===== src/rtl/rxf_pkg.sv =====
package rxf_pkg;
    localparam logic [3:0] NIB_PRE = 4'h5;
    localparam logic [3:0] NIB_SFD = 4'hD;

    typedef struct packed {
        logic [3:0] rxd;
        logic       dv;
        logic       crs;
    } mii_rx_t;
endpackage


===== src/rtl/rxf_sfd_det.sv =====
// Preamble run counter and delimiter detector on the serial bit stream.
module rxf_sfd_det #(
    parameter int RUN_MIN = 8
) (
    input  logic clk,
    input  logic rst_n,
    input  logic bit_vld,
    input  logic bit_in,
    input  logic active,
    input  logic clr,
    output logic pre_ok,
    output logic sfd_hit
);
    localparam int RW = $clog2(RUN_MIN + 1);

    typedef struct packed {
        logic          last;
        logic [RW-1:0] run;
    } det_t;

    det_t det_d, det_q;

    assign sfd_hit = bit_vld && !active && !clr && bit_in && det_q.last
                     && (det_q.run >= RW'(RUN_MIN));
    assign pre_ok  = !active && (det_q.run >= RW'(RUN_MIN));

    always_comb begin
        det_d = det_q;
        if (clr) begin
            det_d = '0;
        end else if (bit_vld && !active) begin
            det_d.last = bit_in;
            if (sfd_hit) begin
                det_d = '0;
            end else if (bit_in != det_q.last) begin
                if (det_q.run < RW'(RUN_MIN)) det_d.run = det_q.run + 1'b1;
            end else begin
                det_d.run = RW'(1);
            end
        end
    end

    always_ff @(posedge clk or negedge rst_n) begin
        if (!rst_n) det_q <= '0;
        else        det_q <= det_d;
    end
endmodule


===== src/rtl/rxf_packer.sv =====
// Packs body bits LSB first into nibbles; pads or drops the tail at end of frame.
module rxf_packer (
    input  logic       clk,
    input  logic       rst_n,
    input  logic       bit_vld,
    input  logic       bit_in,
    input  logic       active,
    input  logic       start,
    input  logic       eof,
    output logic       push,
    output logic [3:0] nib
);
    typedef struct packed {
        logic [3:0] sh;
        logic [2:0] cnt;
    } pk_t;

    pk_t pk_d, pk_q;

    always_comb begin
        pk_d = pk_q;
        push = 1'b0;
        nib  = pk_q.sh;
        if (eof) begin
            // 1..3 leftover bits in the first half of a byte: pad with ones
            if (active && !pk_q.cnt[2] && (pk_q.cnt[1:0] != 2'd0)) begin
                push = 1'b1;
                for (int i = 0; i < 4; i++) begin
                    if (i >= int'(pk_q.cnt[1:0])) nib[i] = 1'b1;
                end
            end
            pk_d = '0;
        end else if (start) begin
            pk_d = '0;
        end else if (bit_vld && active) begin
            pk_d.sh[pk_q.cnt[1:0]] = bit_in;
            pk_d.cnt = pk_q.cnt + 1'b1;
            if (pk_q.cnt[1:0] == 2'd3) begin
                push     = 1'b1;
                nib      = pk_d.sh;
                pk_d.sh  = '0;
            end
        end
    end

    always_ff @(posedge clk or negedge rst_n) begin
        if (!rst_n) pk_q <= '0;
        else        pk_q <= pk_d;
    end
endmodule


===== src/rtl/rxf_nib_fifo.sv =====
// Small nibble queue with two ordered write ports; DEPTH must be a power of two.
module rxf_nib_fifo #(
    parameter int DEPTH = 4
) (
    input  logic       clk,
    input  logic       rst_n,
    input  logic       wr0,
    input  logic [3:0] d0,
    input  logic       wr1,
    input  logic [3:0] d1,
    input  logic       rd,
    output logic       empty,
    output logic [3:0] head
);
    localparam int AW = (DEPTH > 1) ? $clog2(DEPTH) : 1;
    localparam int LW = $clog2(DEPTH + 1);

    typedef struct packed {
        logic [DEPTH-1:0][3:0] mem;
        logic [AW-1:0]         wp;
        logic [AW-1:0]         rp;
        logic [LW-1:0]         lvl;
    } fq_t;

    fq_t fq_d, fq_q;

    assign empty = (fq_q.lvl == '0);
    assign head  = fq_q.mem[fq_q.rp];

    always_comb begin
        int used;
        fq_d = fq_q;
        used = int'(fq_q.lvl);
        if (wr0 && used < DEPTH) begin
            fq_d.mem[fq_d.wp] = d0;
            fq_d.wp = fq_d.wp + 1'b1;
            used++;
        end
        if (wr1 && used < DEPTH) begin
            fq_d.mem[fq_d.wp] = d1;
            fq_d.wp = fq_d.wp + 1'b1;
            used++;
        end
        if (rd && !empty) begin
            fq_d.rp = fq_q.rp + 1'b1;
            used--;
        end
        fq_d.lvl = LW'(used);
    end

    always_ff @(posedge clk or negedge rst_n) begin
        if (!rst_n) fq_q <= '0;
        else        fq_q <= fq_d;
    end
endmodule


===== src/rtl/mii10_rx_framer.sv =====
module mii10_rx_framer
    import rxf_pkg::*;
#(
    parameter int PRE_RUN    = 8,
    parameter int FIFO_DEPTH = 4
) (
    input  logic       clk,
    input  logic       rst_n,
    input  logic       nib_en,
    input  logic       bit_vld,
    input  logic       bit_in,
    input  logic       eof,
    input  logic       pre_pass,
    input  logic       crs_align,
    input  logic       lpbk,
    input  logic       tx_en,
    input  logic [3:0] txd,
    output logic [3:0] rxd,
    output logic       rx_dv,
    output logic       crs
);
    typedef struct packed {
        logic    carrier;
        logic    body;
        mii_rx_t o;
    } top_t;

    top_t st_d, st_q;

    logic       pre_ok, sfd_hit;
    logic       pk_push;
    logic [3:0] pk_nib;
    logic       f_empty, f_pop;
    logic [3:0] f_head;

    rxf_sfd_det #(.RUN_MIN(PRE_RUN)) u_det (
        .clk(clk), .rst_n(rst_n), .bit_vld(bit_vld), .bit_in(bit_in),
        .active(st_q.body), .clr(eof), .pre_ok(pre_ok), .sfd_hit(sfd_hit)
    );

    rxf_packer u_pack (
        .clk(clk), .rst_n(rst_n), .bit_vld(bit_vld), .bit_in(bit_in),
        .active(st_q.body), .start(sfd_hit), .eof(eof),
        .push(pk_push), .nib(pk_nib)
    );

    // The delimiter queues 5 then D in one cycle; body nibbles use port 0.
    rxf_nib_fifo #(.DEPTH(FIFO_DEPTH)) u_fifo (
        .clk(clk), .rst_n(rst_n),
        .wr0(sfd_hit | pk_push), .d0(sfd_hit ? NIB_PRE : pk_nib),
        .wr1(sfd_hit), .d1(NIB_SFD),
        .rd(f_pop), .empty(f_empty), .head(f_head)
    );

    always_comb begin
        st_d  = st_q;
        f_pop = 1'b0;
        if (eof) begin
            st_d.carrier = 1'b0;
            st_d.body    = 1'b0;
        end else if (sfd_hit) begin
            st_d.carrier = 1'b1;
            st_d.body    = 1'b1;
        end else if (pre_ok) begin
            st_d.carrier = 1'b1;
        end

        if (nib_en) begin
            if (lpbk) begin
                st_d.o.rxd = txd;
                st_d.o.dv  = tx_en;
                st_d.o.crs = tx_en;
            end else begin
                if (!f_empty) begin
                    f_pop      = 1'b1;
                    st_d.o.rxd = f_head;
                    st_d.o.dv  = 1'b1;
                end else if (pre_pass && st_q.carrier && !st_q.body) begin
                    st_d.o.rxd = NIB_PRE;
                    st_d.o.dv  = 1'b1;
                end else begin
                    st_d.o.rxd = '0;
                    st_d.o.dv  = 1'b0;
                end
                st_d.o.crs = (pre_pass ? st_q.carrier : st_q.body)
                             | (crs_align & st_d.o.dv);
            end
        end
    end

    always_ff @(posedge clk or negedge rst_n) begin
        if (!rst_n) st_q <= '0;
        else        st_q <= st_d;
    end

    assign rxd   = st_q.o.rxd;
    assign rx_dv = st_q.o.dv;
    assign crs   = st_q.o.crs;
endmodule


===== config.mk =====
export PLATFORM = sky130hd
export DESIGN_NAME = mii10_rx_framer
export DESIGN_NICKNAME = d
export VERILOG_FILES = /design/src/rtl/rxf_pkg.sv /design/src/rtl/rxf_sfd_det.sv /design/src/rtl/rxf_packer.sv /design/src/rtl/rxf_nib_fifo.sv /design/src/rtl/mii10_rx_framer.sv
export SDC_FILE = /design/constraint.sdc
export NUM_CORES = 1
export LEC_CHECK = 0
export BUFFER_PORTS_ARGS = -buffer_cell sky130_fd_sc_hd__buf_2
export CORE_ASPECT_RATIO = 1.25
export CORE_UTILIZATION = 45
export CTS_CLUSTER_DIAMETER = 30
export DETAILED_ROUTE_END_ITERATION = 8
export PLACE_DENSITY = 0.72
export SLEW_MARGIN = 10
export SYNTH_ARGS = -nofsm -noshare
export SYNTH_HDL_FRONTEND = slang
export SYNTH_SLANG_ARGS = --single-unit

===== constraint.sdc =====
create_clock -name clk -period 3 [get_ports clk]
set_input_delay 0 -clock clk [delete_from_list [all_inputs] [get_ports clk]]
set_output_delay 0 -clock clk [all_outputs]
set_load 0.005 [all_outputs]

==> run_results.csv, run 1 <==
group,metric,value,unit
outcome,result_of_the_run,"finished, final reports clean",
placement,port-buffer-count,19,
placement,place.detailed.hpwl,4.377,mm
power_and_ir_drop,power,0.001441,W
synth,yosys_warning_count,0,
sta,fin_tns_setup,0,ns
floorplanning,std_cell_rows,31,
clock_network,clock_tree.buffer_depth,2,
critical_path,required_time_of_the_critical_path,3.21,ns
global_routing,grt_start_max_net_pins,44,
routing,drt_wl_total,5.820,mm
synth,netlist_instances,277,
floorplanning,io_pins,20,
clock_network,cts_buffers,5,
clock_network,clkSinkCount,43,
critical_path,timing.critical_path.from_type,"flip-flop",
synth,asyncSetResetFlopFracSynth,100.0,%
routing,route.detailed.vias_per_inst,5.632,
floorplanning,die_x,72.05,um
sta,final_hold_viol_count,0,
synth,postSynth.topFlopCell,"sky130_fd_sc_hd__dfrtp_1",
routing,vias,2112,
cells_and_area,register_area,1076,um2
synth,synth_enable_flop_cells,0,
global_routing,grt_pass1_vias,2046,
sta,rsz0062_at_grt,"false",
floorplanning,core,5857,um2
placement,place.detailed.instances,366,
sta,slew_headroom,36.80,%
cells_and_area,final_core_utilization,51.31,%
cells_and_area,antennaDiodeCount,0,
synth,synthesis.area_per_instance,9.964,um2
floorplanning,floorplan.die.height,89.56,um
sta,clock_skew,0.003973,ns
sta,timing_max_transition_violations_final,0,
routing,detailedRoute.firstPassIterationCount,4,
critical_path,crit_path_cell_trace,"or3b_4, o211ai_2, nand3_1, o21ai_0, ha_1, a2bb2oi_1, o21a_1, ha_1, nand2b_1, o221ai_1",
power_and_ir_drop,power_density,479.3,nW/um2
critical_path,worstSetupEndpointType,"flip-flop",
sta,least_margin_pin_slew,0.9479,ns
critical_path,critical-path-top-cell-by-count,"sky130_fd_sc_hd__ha_1",
synth,seq_area_frac_synth,38.98,%
clock_network,clock_latency,0.30,ns
flow_run,max_cap_violations,0,
cells_and_area,most-common-layout-cells,"sky130_fd_sc_hd__dfrtp_1 (43), sky130_fd_sc_hd__nor2_1 (24), sky130_fd_sc_hd__nand2_1 (22)",
sta,fin_crit_sh,90.33,%
hold_path,worstHoldPathType,"input port to flip-flop",
synth,mappedNetlistArea,2760,um2
global_routing,global_route.usage.total,19.32,%
synth,synth_cell_type_count,59,
global_routing,initial_antenna_violation_count,0,
cells_and_area,layout_commonest_cell,"sky130_fd_sc_hd__dfrtp_1",
global_routing,overflow,0,
global_routing,global_route_wire_length_before_repair,9.791,mm
floorplanning,floorplan.die_area,6453,um2
critical_path,slowest_delay,0.51,ns
routing,ant_nets,0,
clock_network,cts.root.buffer_cell,"sky130_fd_sc_hd__clkbuf_8",
floorplanning,start_util,47.13,%
sta,clock.fmax,369.0,MHz
clock_network,cts-htree-levels,2,
placement,place.gp.congestion,0.8593,
cells_and_area,multi_input_logic_area,1539,um2
cells_and_area,filler_cell_count,553,
sta,finalSetupViolations,0,
cells_and_area,drive_above_1_share,18.43,%
critical_path,crit_path_dat,2.92,ns
synth,ys_ff_latch,43,
sta,min_period,2.710,ns
routing,first_iter_violations,124,
critical_path,timing_worst_setup_path_type,"flip-flop to flip-flop",
critical_path,critical-path-slowest-cell,"sky130_fd_sc_hd__o211ai_2",
clock_network,clk_transition_reported_paths,0.09,ns
routing,post_drt_wl_per_cell,15.52,um
critical_path,critical_path_peak_fanout,12,
synth,postSynthNetCount,309,
cells_and_area,area_growth_syn_to_layout,8.885,%
clock_network,tritoncts_clock_tree,"yes",
cells_and_area,stdcell_count,375,
routing,drc,0,
cells_and_area,fin_nets,324,
power_and_ir_drop,power.static_leakage,1.305,nW
power_and_ir_drop,worst_vdd_ir,177.7,uV
## final cells by class
type	count	share of cell area [%]
Clock buffer	6	2.415
Multi-Input combinational cell	201	51.21
Inverter	16	1.998
Clock inverter	2	0.4163
Timing Repair Buffer	25	4.746
Tap cell	82	3.414
Sequential cell	43	35.80
## worst max-delay path, delay by kind of cell (launching register included)
family,cells,cell delay [ns]
compound gates,5,1.07
flops,1,0.39
simple gates,3,0.70
fa+ha+maj,2,0.46
## metrics by stage
stage                     hold slack [ns]  cell area (um2)  worst slack, ns
after global routing              0.04541             3005          0.06893
after CTS                         0.02736             2989           0.2090
after detailed placement           0.1965             2894           0.2234
after global placement             0.2027             2894           0.3794
after floorplan                   -0.2956             2760           0.5263
final                             0.03041             3005           0.2901
## report_power, final
part | total, W | internal [W] | switching, W | leakage, nW
Clock | 0.000369 | 0.000163 | 0.000206 | 0.0412
Combinational | 0.000378 | 0.000174 | 0.000204 | 0.699
Sequential | 0.000694 | 0.000630 | 0.0000634 | 0.565
## worst paths after layout
| path | start | end | slack (ns) | cells after the start |
|---|---|---|---|---|
| worst max-delay path | st_q[6] | u_fifo.fq_q[1] | 0.29 | 10 |
| max in group asynchronous | rst_n | u_fifo.fq_q[3] | 2.03 | 2 |
| worst min-delay path | nib_en | rxd[1] | 0.03 | 2 |
| min in group asynchronous | rst_n | u_fifo.fq_q[5] | 0.38 | 2 |
| worst min register to register | rxd[0] | rxd[0] | 0.48 | 1 |
| worst max register to register | st_q[6] | u_fifo.fq_q[1] | 0.29 | 10 |
## logic make-up (layout without fill, tap and decap cells)
group,Yosys count,after routing,synth area share (%)
simple gates,88,88,18.09
compound gates,76,76,20.22
flops,43,43,38.98
buf+inv,33,49,5.847
fa+ha+maj,18,18,8.160
xor+xnor,12,12,4.307
mux,7,7,4.397
## sequential cells by signal, indices dropped and copies added (netlist names)
name	count
u_det.det_q	5
u_pack.pk_q	7
rxd	4
rx_dv	1
u_fifo.fq_q	23
st_q	2
crs	1
## metal layers
metal  GRT usage (%)  vias up  routed length [um]
met5               0        -                   0
met3           2.480       10                 171
li1                -     1032                   -
met1           23.16     1024                2549
met2           35.16       46                2966
met4           7.665        0                 131
## synthesized netlist by cell type, types with 5 or more instances
cell / count / share of area, %
sky130_fd_sc_hd__o211ai_1: 10 / 2.7
sky130_fd_sc_hd__o21ai_0: 17 / 3.1
sky130_fd_sc_hd__a221oi_1: 5 / 1.6
sky130_fd_sc_hd__buf_2: 6 / 1.1
sky130_fd_sc_hd__nand2_1: 22 / 3.0
sky130_fd_sc_hd__ha_1: 18 / 8.2
sky130_fd_sc_hd__a21oi_1: 9 / 1.6
sky130_fd_sc_hd__nor2b_1: 7 / 1.6
sky130_fd_sc_hd__and3_1: 5 / 1.1
sky130_fd_sc_hd__inv_1: 15 / 2.0
sky130_fd_sc_hd__nor2_1: 24 / 3.3
sky130_fd_sc_hd__dfrtp_1: 43 / 39
sky130_fd_sc_hd__xnor2_1: 8 / 2.5
sky130_fd_sc_hd__nand2b_1: 5 / 1.1
sky130_fd_sc_hd__buf_4: 6 / 1.6
## repair_timing
item                                   4_1_cts  5_1_grt
endpoints found under the hold margin       43        0
setup buffers                                0        0
setup endpoints to repair                    0        1
hold buffers                                 1        0
resized for setup                            0        1
Note: power is estimated with default switching activity, not from simulation.
==> inputs of run 2 (changes only) <==
CTS_BUF_LIST = sky130_fd_sc_hd__clkbuf_8   (was not set)
==> run 2 against run 1 <==
Effect of this change: routed wire length down 0.34%; combinational power about the same; fmax up 0.15%; register-to-register slack about the same; critical path depth unchanged; clock power down 1%; core utilization unchanged; clock skew down 0.00073 ns; final cell count unchanged; critical endpoint unchanged; highest routed layer unchanged.
==> run_results.csv, run 2 (synthesis gave the netlist of run 1 again) <==
group,metric,value,unit
outcome,result_of_the_run,"finished, final reports clean",
critical_path,rr_startpoint,"st_q[6]",
sta,min_period,2.706,ns
hold_path,timing.hold.worst_endpoint,"rxd[1]",
sta,fin_tns_setup,0,ns
sta,final_hold_viol_count,0,
routing,route.detailed.vias_per_inst,5.619,
sta,least_margin_pin_slew,0.9324,ns
critical_path,critical_path.startpoint,"st_q[6]",
global_routing,grt_pass1_vias,2044,
hold_path,hold_path_startpoint,"nib_en",
floorplanning,floorplan.die.height,89.56,um
sta,clock_skew,0.003247,ns
placement,place.gp.congestion,0.8593,
floorplanning,io_pins,20,
placement,port-buffer-count,19,
global_routing,global_route_wire_length_before_repair,9.784,mm
cells_and_area,layout_commonest_cell,"sky130_fd_sc_hd__dfrtp_1",
clock_network,tritoncts_clock_tree,"yes",
hold_path,worstHoldPathType,"input port to flip-flop",
floorplanning,start_util,47.13,%
routing,drt_wl_total,5.800,mm
cells_and_area,largest_registers_in_the_final_layout,"u_fifo.fq_q x23, u_pack.pk_q x7, u_det.det_q x5",
clock_network,cts_buffers,5,
cells_and_area,most-common-layout-cells,"sky130_fd_sc_hd__dfrtp_1 (43), sky130_fd_sc_hd__nor2_1 (24), sky130_fd_sc_hd__nand2_1 (22)",
critical_path,crit_path_dat,2.92,ns
floorplanning,die_x,72.05,um
clock_network,clkSinkCount,43,
placement,place.detailed.hpwl,4.377,mm
global_routing,grt_start_max_net_pins,44,
sta,slew_headroom,37.84,%
critical_path,worst_r2r_endpoint,"u_fifo.fq_q[1]",
power_and_ir_drop,power_density,478.0,nW/um2
critical_path,required_time_of_the_critical_path,3.21,ns
cells_and_area,fin_nets,324,
cells_and_area,drive_above_1_share,18.43,%
critical_path,timing_worst_setup_path_type,"flip-flop to flip-flop",
hold_path,timing.hold.worst_path_depth,2,
critical_path,r2r_setup_slack,0.29,ns
cells_and_area,antennaDiodeCount,0,
clock_network,clock_latency,0.30,ns
critical_path,timing.critical_path.from_type,"flip-flop",
routing,post_drt_wl_per_cell,15.47,um
global_routing,global_route.usage.total,19.32,%
routing,detailedRoute.firstPassIterationCount,5,
sta,timing_max_transition_violations_final,0,
critical_path,critical_path_peak_fanout,12,
floorplanning,floorplan.die_area,6453,um2
cells_and_area,area_growth_syn_to_layout,8.885,%
cells_and_area,registers.top_by_ff_count,"u_fifo.fq_q",
routing,drc,0,
global_routing,overflow,0,
routing,first_iter_violations,134,
sta,finalSetupViolations,0,
cells_and_area,final_area,3005,um2
clock_network,clock_tree.buffer_depth,2,
critical_path,worst-r2r-cell-count,10,
global_routing,initial_antenna_violation_count,0,
routing,vias,2107,
floorplanning,std_cell_rows,31,
power_and_ir_drop,power.static_leakage,1.309,nW
routing,ant_nets,0,
cells_and_area,largest_register_ffs,23,
sta,rsz0062_at_grt,"false",
clock_network,cts-htree-levels,2,
power_and_ir_drop,worst_vdd_ir,177.1,uV
flow_run,max_cap_violations,0,
sta,fin_crit_sh,90.20,%
critical_path,worstSetupEndpointType,"flip-flop",
floorplanning,core,5857,um2
placement,detailed_place.area,2894,um2
sta,clock.fmax,369.6,MHz
clock_network,clk_transition_reported_paths,0.08,ns
clock_network,cts.root.buffer_cell,"sky130_fd_sc_hd__clkbuf_8",
==> run 2: layout make-up <==
cell class,instances,area [um2]
Clock buffer,5,68.82
Clock inverter,3,16.27
Fill cell,553,2851
Inverter,16,60.06
Multi-Input combinational cell,201,1539
Sequential cell,43,1076
Tap cell,82,102.6
Timing Repair Buffer,25,142.6
==> run 2: power by group <==
| part | switching [W] | internal (W) |
|---|---|---|
| clock network | 0.000206 | 0.000160 |
| registers | 0.0000632 | 0.000630 |
| logic | 0.000204 | 0.000174 |
| total | 0.000473 | 0.000964 |
==> run 2: through the flow <==
step	total power, W	utilization [%]	setup slack, ns	hold WS, ns	std cells
6_report	0.001437	51.31	0.2941	0.03113	375
5_1_grt	0.001523	51.31	0.06893	0.04541	375
4_1_cts	0.001449	51.04	0.2090	0.02736	375
3_5_place_dp	0.001088	49.41	0.2234	0.1965	366
3_3_place_gp	0.001073	49.41	0.3794	0.2027	366
2_1_floorplan	0.0009996	-	0.5263	-0.2956	277
==> run 2: how the worst max path moves through the flow <==
stage	endpoint	slack [ns]	depth (start not counted)
3_5_place_dp	u_fifo.fq_q[1]	0.22	12
2_1_floorplan	u_fifo.fq_q[1]	0.53	12
6_report	u_fifo.fq_q[1]	0.29	10
5_1_grt	u_fifo.fq_q[1]	0.07	12
3_3_place_gp	u_fifo.fq_q[1]	0.38	12
4_1_cts	u_fifo.fq_q[1]	0.21	12
==> run 2: repair_timing <==
item,4_1_cts,5_1_grt
gates resized for setup,0,1
endpoints found under the setup margin,0,1
buffers inserted,0,0
hold endpoints to repair,43,0
hold buffers,1,0
==> run 2: worst max-delay path, cell delays in order (launching register included) <==
cell                        delay [ns]
sky130_fd_sc_hd__dfrtp_1          0.39
sky130_fd_sc_hd__or3b_4           0.42
sky130_fd_sc_hd__o211ai_2         0.51
sky130_fd_sc_hd__nand3_1          0.13
sky130_fd_sc_hd__o21ai_0          0.10
sky130_fd_sc_hd__ha_1             0.25
sky130_fd_sc_hd__a2bb2oi_1        0.21
sky130_fd_sc_hd__o21a_1           0.15
sky130_fd_sc_hd__ha_1             0.21
sky130_fd_sc_hd__nand2b_1         0.14
sky130_fd_sc_hd__o221ai_1         0.10
==> run 2: metal layers <==
metal | up-vias | track usage (%) | routed length, um | part of all wire, %
li1 | 1034 | - | - | -
met1 | 1015 | 23.16 | 2527 | 44
met5 | - | 0 | 0 | 0
met4 | 0 | 7.665 | 131 | 2.3
met3 | 10 | 2.480 | 181 | 3.1
met2 | 48 | 35.16 | 2960 | 51
==> inputs of run 3 (changes only) <==
CORE_UTILIZATION = 35   (was 45)
CTS_CLUSTER_SIZE = 8   (was not set)
PLACE_DENSITY = 0.61   (was 0.72)
SLEW_MARGIN = 0   (was 10)
==> run 3 against run 2 <==
Effect of this change: via count shrank 0.47%; non-clock buffer count increased by 1; critical path depth rose by 2; core utilization down 11 points; routed wire length grew 1.1%; final area up 0.13%; combinational power fell by 1%; fmax down 0.16%; sequential power is essentially flat; die area up 28%; critical endpoint unchanged; largest cell class unchanged; highest routed layer unchanged.
==> run_results.csv, run 3 (synthesis gave the netlist of run 1 again) <==
group,metric,value,unit
outcome,result_of_the_run,"finished, final reports clean",
sta,fin_crit_sh,90.34,%
placement,port-buffer-count,19,
cells_and_area,area_growth_syn_to_layout,9.021,%
global_routing,global_route.usage.total,15.77,%
power_and_ir_drop,worst_vdd_ir,191.0,uV
sta,rsz0062_at_grt,"false",
power_and_ir_drop,power.static_leakage,1.312,nW
global_routing,grt_start_max_net_pins,44,
clock_network,cts_buffers,5,
critical_path,required_time_of_the_critical_path,3.22,ns
floorplanning,floorplan.die_area,8248,um2
clock_network,cts.root.buffer_cell,"sky130_fd_sc_hd__clkbuf_8",
critical_path,worstSetupEndpointType,"flip-flop",
placement,place.gp.congestion,0.8769,
cells_and_area,most-common-layout-cells,"sky130_fd_sc_hd__dfrtp_1 (43), sky130_fd_sc_hd__nor2_1 (24), sky130_fd_sc_hd__nand2_1 (22)",
cells_and_area,multi_input_logic_area,1523,um2
clock_network,clk_transition_reported_paths,0.08,ns
routing,drc,0,
cells_and_area,final_area,3009,um2
routing,vias,2097,
routing,first_iter_violations,87,
routing,detailedRoute.firstPassIterationCount,4,
clock_network,cts-htree-levels,2,
sta,hold_ws,0.02079,ns
clock_network,tritoncts_clock_tree,"yes",
sta,finalSetupViolations,0,
floorplanning,die_x,81.43,um
sta,slew_headroom,36.21,%
placement,place.detailed.hpwl,4.391,mm
global_routing,initial_antenna_violation_count,0,
routing,drt_wl_total,5.861,mm
cells_and_area,filler_cell_count,714,
floorplanning,io_pins,20,
floorplanning,floorplan.die.height,101.3,um
routing,ant_nets,0,
clock_network,clock_tree.buffer_depth,2,
global_routing,global_route_wire_length_before_repair,9.949,mm
hold_path,worstHoldPathType,"input port to flip-flop",
flow_run,max_cap_violations,0,
floorplanning,std_cell_rows,35,
sta,final_hold_viol_count,0,
floorplanning,core,7488,um2
power_and_ir_drop,power_density,476.5,nW/um2
cells_and_area,largest_registers_in_the_final_layout,"u_fifo.fq_q x23, u_pack.pk_q x7, u_det.det_q x5",
sta,fin_tns_setup,0,ns
global_routing,overflow,0,
placement,detailed_place.area,2914,um2
cells_and_area,drive_above_1_share,18.37,%
critical_path,crit_path_dat,2.93,ns
cells_and_area,registers.top_by_ff_count,"u_fifo.fq_q",
cells_and_area,largest_register_ffs,23,
clock_network,clkSinkCount,43,
critical_path,timing.critical_path.from_type,"flip-flop",
critical_path,timing_worst_setup_path_type,"flip-flop to flip-flop",
cells_and_area,antennaDiodeCount,0,
cells_and_area,fin_nets,325,
routing,post_drt_wl_per_cell,15.18,um
sta,min_period,2.710,ns
cells_and_area,register_area,1076,um2
cells_and_area,layout_commonest_cell,"sky130_fd_sc_hd__dfrtp_1",
clock_network,clock_latency,0.30,ns
sta,timing_max_transition_violations_final,0,
floorplanning,start_util,36.86,%
sta,clock.fmax,369.0,MHz
critical_path,critical_path_peak_fanout,10,
sta,least_margin_pin_slew,0.9569,ns
global_routing,grt_pass1_vias,2049,
sta,clock_skew,0.003275,ns
routing,route.detailed.vias_per_inst,5.433,
[run 3: changes by cell type in the layout (fill, tap and decap cells not counted), sizes merged]
cell,change
buf,+1
[run 3: final cells by class]
| type | instances | area share, % |
|---|---|---|
| clock buffer | 5 | 2.287 |
| clock inverter | 3 | 0.5405 |
| inverter | 16 | 1.996 |
| multi-input combinational | 201 | 50.60 |
| sequential | 43 | 35.76 |
| tap | 92 | 3.825 |
| timing repair buffer | 26 | 4.990 |
[run 3: path summary, 6_finish.rpt]
kind                           startpoint              to  slack, ns  cells past startpoint
max                        u_pack.pk_q[1]  u_fifo.fq_q[1]       0.29                     12
min                                txd[1]          rxd[1]       0.02                      3
max reg2reg                u_pack.pk_q[1]  u_fifo.fq_q[1]       0.29                     12
min reg2reg                        rxd[0]          rxd[0]       0.47                      1
max in group asynchronous           rst_n  u_pack.pk_q[3]       2.02                      2
min in group asynchronous           rst_n          rxd[3]       0.39                      2
[run 3: routing by layer]
layer	up-vias	global-route usage (%)	routed length [um]
li1	1035	-	-
met1	1016	19.76	2686
met2	39	26.22	2878
met3	7	2.793	181
met4	0	6.868	116
met5	-	0	0
[run 3: report_power, final]
group	internal, W	switching (W)
Clock	0.000160	0.000210
Combinational	0.000173	0.000201
Sequential	0.000630	0.0000602
[run 3: metrics by stage]
stage | util, % | instances | setup slack (ns) | power, W
floorplan | - | 277 | 0.5263 | 0.0009996
global placement | 38.91 | 377 | 0.3639 | 0.001077
detailed placement | 38.91 | 377 | 0.2944 | 0.001079
CTS | 40.18 | 386 | 0.2762 | 0.001456
global route | 40.18 | 386 | 0.07580 | 0.001537
finish | 40.18 | 386 | 0.2898 | 0.001434
[run 3: what timing repair did]
action | CTS | global route
gates resized for setup | 0 | 0
hold endpoints to repair | 43 | 0
setup buffers | 0 | 0
hold buffers | 1 | 0
[run 3: worst max-delay path: stages, from the launching register on]
cell                        delay (ns)
sky130_fd_sc_hd__dfrtp_1          0.41
sky130_fd_sc_hd__inv_1            0.09
sky130_fd_sc_hd__ha_1             0.22
sky130_fd_sc_hd__nand4bb_1        0.30
sky130_fd_sc_hd__o211a_4          0.25
sky130_fd_sc_hd__nor2_8           0.17
sky130_fd_sc_hd__xnor2_1          0.15
sky130_fd_sc_hd__ha_1             0.24
sky130_fd_sc_hd__a2bb2oi_1        0.20
sky130_fd_sc_hd__o21a_1           0.15
sky130_fd_sc_hd__ha_1             0.22
sky130_fd_sc_hd__nand2b_1         0.14
sky130_fd_sc_hd__o221ai_1         0.08
